**config.mk**
```make
export PLATFORM = sky130hd
export DESIGN_NAME = regbus_xcvr
export DESIGN_NICKNAME = d
export VERILOG_FILES = /design/src/rtl/regbus_pkg.sv /design/src/rtl/regbus_capture.sv /design/src/rtl/regbus_path.sv /design/src/rtl/regbus_decode.sv /design/src/rtl/regbus_xcvr.sv
export SDC_FILE = /design/constraint.sdc
export NUM_CORES = 1
export LEC_CHECK = 0
export BUFFER_PORTS_ARGS = -buffer_cell sky130_fd_sc_hd__buf_2
export CAP_MARGIN = 0
export CORE_ASPECT_RATIO = 1.75
export CORE_MARGIN = 2
export CORE_UTILIZATION = 40
export DETAILED_ROUTE_END_ITERATION = 7
export GPL_TIMING_DRIVEN = 0
export HOLD_SLACK_MARGIN = 0.15
export PLACE_DENSITY = 0.72
export SLEW_MARGIN = 30
export SYNTH_ARGS = -nofsm -noshare
export SYNTH_HDL_FRONTEND = slang
export SYNTH_SLANG_ARGS = --single-unit
```
**constraint.sdc**
```tcl
create_clock -name clk -period 1.1 [get_ports clk]
set_input_delay 0.22 -clock clk [delete_from_list [all_inputs] [get_ports clk]]
set_output_delay 0.22 -clock clk [all_outputs]
set_load 0.05 [all_outputs]
```
**src/rtl/regbus_pkg.sv**
```systemverilog
package regbus_pkg;
    localparam int BUS_W  = 8;
    localparam int N_PATH = 2;
    localparam int P_AB   = 0;
    localparam int P_BA   = 1;

    typedef logic [BUS_W-1:0] bus_t;

    typedef enum logic {
        SRC_LIVE   = 1'b0,
        SRC_STORED = 1'b1
    } src_e;

    typedef struct packed {
        logic a_drv;
        logic b_drv;
    } drive_t;

    function automatic bus_t apply_pol(input bus_t v, input bit inv);
        return inv ? ~v : v;
    endfunction
endpackage

```
**src/rtl/regbus_capture.sv**
```systemverilog
module regbus_capture
    import regbus_pkg::*;
(
    input  logic clk,
    input  logic rst,
    input  logic ld_i,
    input  bus_t d_i,
    output bus_t store_o
);
    logic ld_q;
    bus_t store_q;

    always_ff @(posedge clk) begin
        ld_q <= ld_i;
        if (rst) begin
            store_q <= '0;
        end else if (ld_i && !ld_q) begin
            store_q <= d_i;
        end
    end

    assign store_o = store_q;

    AST_LOAD_ON_RISE: assert property (@(posedge clk) disable iff (rst)
        (!$past(rst) && $rose(ld_i)) |=> (store_q == $past(d_i)));
    AST_HOLD_NO_RISE: assert property (@(posedge clk) disable iff (rst)
        (!$past(rst) && !$rose(ld_i)) |=> $stable(store_q));
endmodule

```
**src/rtl/regbus_path.sv**
```systemverilog
module regbus_path
    import regbus_pkg::*;
#(
    parameter bit INVERT = 1'b0
) (
    input  logic clk,
    input  logic rst,
    input  src_e src_i,
    input  bus_t live_i,
    input  bus_t stored_i,
    output bus_t q_o
);
    bus_t q;
    bus_t pick;

    always_comb begin
        unique case (src_i)
            SRC_STORED: pick = stored_i;
            default:    pick = live_i;
        endcase
    end

    always_ff @(posedge clk) begin
        if (rst) q <= '0;
        else     q <= apply_pol(pick, INVERT);
    end

    assign q_o = q;

    AST_LIVE_FOLLOW: assert property (@(posedge clk) disable iff (rst)
        (src_i == SRC_LIVE) |=> (q_o == apply_pol($past(live_i), INVERT)));
    AST_STORED_STEADY: assert property (@(posedge clk) disable iff (rst)
        (!$past(rst) && src_i == SRC_STORED && $past(src_i) == SRC_STORED
         && $stable(stored_i)) |=> $stable(q_o));
endmodule

```
**src/rtl/regbus_decode.sv**
```systemverilog
module regbus_decode
    import regbus_pkg::*;
(
    input  logic   en_n_i,
    input  logic   dir_a2b_i,
    output drive_t drive_o
);
    always_comb begin
        drive_o = '0;
        if (!en_n_i) begin
            drive_o.b_drv = dir_a2b_i;
            drive_o.a_drv = !dir_a2b_i;
        end
    end

    always_comb begin
        AST_ONE_DRIVER: assert ($onehot0({drive_o.a_drv, drive_o.b_drv}));
        if (en_n_i)
            AST_OFF_DISABLED: assert (!drive_o.a_drv && !drive_o.b_drv);
    end
endmodule

```
**src/rtl/regbus_xcvr.sv**
```systemverilog
module regbus_xcvr
    import regbus_pkg::*;
#(
    parameter bit INVERT = 1'b0
) (
    input  logic             clk,
    input  logic             rst,
    input  logic [BUS_W-1:0] a_in,
    input  logic [BUS_W-1:0] b_in,
    input  logic             ld_ab,
    input  logic             ld_ba,
    input  logic             ab_src,
    input  logic             ba_src,
    input  logic             en_n,
    input  logic             dir_a2b,
    output logic [BUS_W-1:0] a_out,
    output logic             a_drv,
    output logic [BUS_W-1:0] b_out,
    output logic             b_drv
);
    bus_t   send   [N_PATH];
    bus_t   stored [N_PATH];
    bus_t   recv   [N_PATH];
    logic   ld     [N_PATH];
    src_e   src    [N_PATH];
    drive_t drive;

    assign send[P_AB] = a_in;
    assign send[P_BA] = b_in;
    assign ld[P_AB]   = ld_ab;
    assign ld[P_BA]   = ld_ba;
    assign src[P_AB]  = src_e'(ab_src);
    assign src[P_BA]  = src_e'(ba_src);

    for (genvar p = 0; p < N_PATH; p++) begin : g_path
        regbus_capture u_cap (
            .clk     (clk),
            .rst     (rst),
            .ld_i    (ld[p]),
            .d_i     (send[p]),
            .store_o (stored[p])
        );
        regbus_path #(.INVERT(INVERT)) u_mux (
            .clk      (clk),
            .rst      (rst),
            .src_i    (src[p]),
            .live_i   (send[p]),
            .stored_i (stored[p]),
            .q_o      (recv[p])
        );
    end

    regbus_decode u_dec (
        .en_n_i    (en_n),
        .dir_a2b_i (dir_a2b),
        .drive_o   (drive)
    );

    assign b_out = recv[P_AB];
    assign a_out = recv[P_BA];
    assign a_drv = drive.a_drv;
    assign b_drv = drive.b_drv;

    AST_RESET_CLEARS: assert property (@(posedge clk)
        rst |=> (a_out == '0 && b_out == '0));
    AST_STORED_BA: assert property (@(posedge clk) disable iff (rst)
        (!$past(rst) && ba_src && $past(ba_src) && $stable(stored[P_BA]))
        |=> $stable(a_out));
endmodule

```
==> reports/metrics.csv <==
metric,value,unit
grt_antenna_before_repair,0,
dieArea,4330,sq um
dieHeight,85.5,um
crit_family,flip-flops,
crit_path_top_delay_cell,dfxtp_1,
internal_power,2.15,mW
reg2reg_depth,2,
drive_gt1_frac,0.486,
p_total,2.92,mW
cp_max_fo,1,
clk_latency,0.29,ns
startpoint_type,register,
ys_seq_area_frac,0.448,
pwr-share-clk,0.382,
io_buffers,38,
cts_setup_buffers,0,
clock_path_buffers,2,
hpwl,2110,um
cts.clk_slew.worst_paths,0.07,ns
io_pins,42,
fillCellCount,348,
ir_worst_vdd,1.33,mV
whs,0.182,ns
critPathKind,reg2out,
grt_max_degree,12,
grt_pass1_vias,1109,
synth_top_area_frac,0.448,
cts_num_sinks,34,
grt_setup_unrepaired,false,
slew-limit-headroom,0.780,
avgSynthCellArea,12.2,sq um
p_sw_frac,0.264,
r2r_start,g_path[0].u_cap.ld_q$_DFF_P_,
vias_per_cell,4.89,
drc,0,
setup_viol,0,
gp_congestion,0.761,
r2r_setup_slack,0.15,ns
power.switching,771,uW
core_area,3630,sq um
antenna_left,0,
maxCapViolations,0,
synth_fp_nets,149,
max_freq,935,MHz
fp.dieW,50.6,um
worst_slew_pin_slew,0.321,ns
synth_common_cells,"dfxtp_1 (34), mux2i_1 (16), nand4bb_1 (16), o21ai_2 (16), nand2b_1 (13)",
drv_slew,0,
outcome,finished clean,
hold_class,in2reg,
ys_seq_elements,34,
max_stage_delay,0.31,ns
powerDensity,1530,nW/um^2
initial_core_util,0.419,
drt-pass1-iter-count,4,
critPathRequiredTime,0.88,ns
synthCells,125,
num_vias,1070,
overflow,0,
endpoint_kind,output port,
skew,0.00931,ns
cts_tree,built,
seqPwrFrac,0.455,
finalCriticalPeriod,1.07,ns
synth_edf_count,0,
fin_setup_tns,0,ns
synth_cell_types,16,
hold_viol,0,
critPathBufInv,1,
drt-initial-drc-count,18,
period_share,0.973,
worst-endpoint-arrival,0.85,ns
crit-reg2reg-capture,g_path[0].u_cap.store_o[4]$_SDFFE_PP0P_,
ys_top_cells_by_area,"dfxtp_1 (45%), nand4bb_1 (12%), mux2i_1 (11%)",
synth_area,1520,sq um
combPwrFrac,0.163,
grt_util_all_layers,0.156,
final_cell_area,1910,sq um
wl_per_cell,13.3,um
root_buffer,clkbuf_8,
min_delay_path_depth,3,
synth_top_area_cell,dfxtp_1,
p_leak,0.821,nW
synth_flop_cell,dfxtp_1,
rows,29,
grt_pass1_wl,4960,um
utilization,0.527,
wirelength,2920,um
synth.most_common_cell,dfxtp_1,
num_antenna_cells,0,
min_from,b_in[2],
area_delta_synth_final,25.9,%
hold_end,g_path[1].u_mux.q_o[2]$_SDFF_PP0_,
finalNetCount,196,
yosysWarnings,0,
place_area,1770,sq um
numCtsBuffers,5,
worstPathCellList,buf_2,
ys_async_sr_fraction,0,
cts-htree-levels,2,
-- flip-flops by register name, summed over array words and instances (netlist names) --
signal / cells
g_path.u_cap.ld_q: 2
g_path.u_cap.store_o: 16
g_path.u_mux.q_o: 16
-- cells in the final DEF, fill, tap and decap left out --
| cell | Yosys | final |
|---|---|---|
| nand4bb_1 | 16 | 16 |
| clkbuf_4 | 0 | 6 |
| buf_6 | 1 | 1 |
| mux2i_1 | 16 | 16 |
| clkbuf_8 | 0 | 5 |
| buf_12 | 1 | 1 |
| buf_4 | 2 | 2 |
| nand2b_1 | 13 | 13 |
| nor2b_2 | 0 | 1 |
| nor2_1 | 7 | 7 |
| and2b_4 | 2 | 2 |
| clkinv_2 | 0 | 2 |
| nand2b_4 | 3 | 3 |
| dfxtp_1 | 34 | 34 |
| buf_8 | 1 | 1 |
| buf_2 | 1 | 33 |
| clkbuf_1 | 1 | 1 |
| dlygate4sd3_1 | 0 | 2 |
| o21ai_2 | 16 | 16 |
| bufinv_16 | 0 | 1 |
| nor2_4 | 10 | 10 |
-- worst max-delay path by stage --
stage,end,start,cells past startpoint
floorplan,a_drv,en_n,1
global placement,g_path[1].u_cap.store_o[6]$_SDFFE_PP0P_,g_path[1].u_cap.ld_q$_DFF_P_,2
detailed placement,g_path[0].u_cap.store_o[4]$_SDFFE_PP0P_,g_path[0].u_cap.ld_q$_DFF_P_,2
CTS,b_out[2],g_path[0].u_mux.q_o[2]$_SDFF_PP0_,1
global route,a_out[5],g_path[1].u_mux.q_o[5]$_SDFF_PP0_,1
finish,b_out[3],g_path[0].u_mux.q_o[3]$_SDFF_PP0_,1
-- routing by layer --
| layer | wire length (um) | vias up | GRT usage |
|---|---|---|---|
| li1 | - | 530 | - |
| met1 | 1100 | 499 | 0.153 |
| met2 | 1560 | 34 | 0.282 |
| met3 | 181 | 7 | 0.0470 |
| met4 | 74 | 0 | 0.0885 |
| met5 | 0 | - | 0 |
-- cells by family (layout without fill, tap and decap cells) --
| logic type | count (synthesis) | after routing | synth area share |
|---|---|---|---|
| AOI/OAI and AO/OA | 16 | 16 | 0.0923 |
| DFF | 34 | 34 | 0.448 |
| and+or+nand+nor | 52 | 52 | 0.308 |
| buffers and inverters | 7 | 55 | 0.0461 |
| muxes | 16 | 16 | 0.105 |
-- power by group through the flow --
stage / Clock (mW) / Sequential, mW / Combinational (mW)
final: 1.12 / 1.33 / 0.475
after floorplan: 0 / 1.46 / 0.233
after global placement: 0 / 1.35 / 0.461
after detailed placement: 0 / 1.36 / 0.469
after CTS: 1.15 / 1.33 / 0.475
after global routing: 1.20 / 1.33 / 0.509
-- final cells by class --
class,count,area [sq um],share of cell area
clock buffer,5,68.8,0.0360
tap,46,57.6,0.0301
buffer,7,70.1,0.0366
sequential,34,681,0.356
timing repair buffer,40,225,0.118
multi-input combinational,84,771,0.403
clock inverter,3,40.0,0.0209
-- metrics by stage --
stage | worst slack [ns] | instances
floorplan | 0.00646 | 125
global placement | 0.172 | 209
detailed placement | 0.161 | 209
CTS | 0.00671 | 219
global route | 0.000572 | 219
finish | 0.0300 | 219
-- timing repair --
item                                   4_1_cts  5_1_grt
endpoints found under the hold margin        2        0
hold buffers                                 2        0
setup endpoints to repair                    0        6
gates resized for setup                      0        6
No activity file was read; power rests on OpenSTA's default activity.
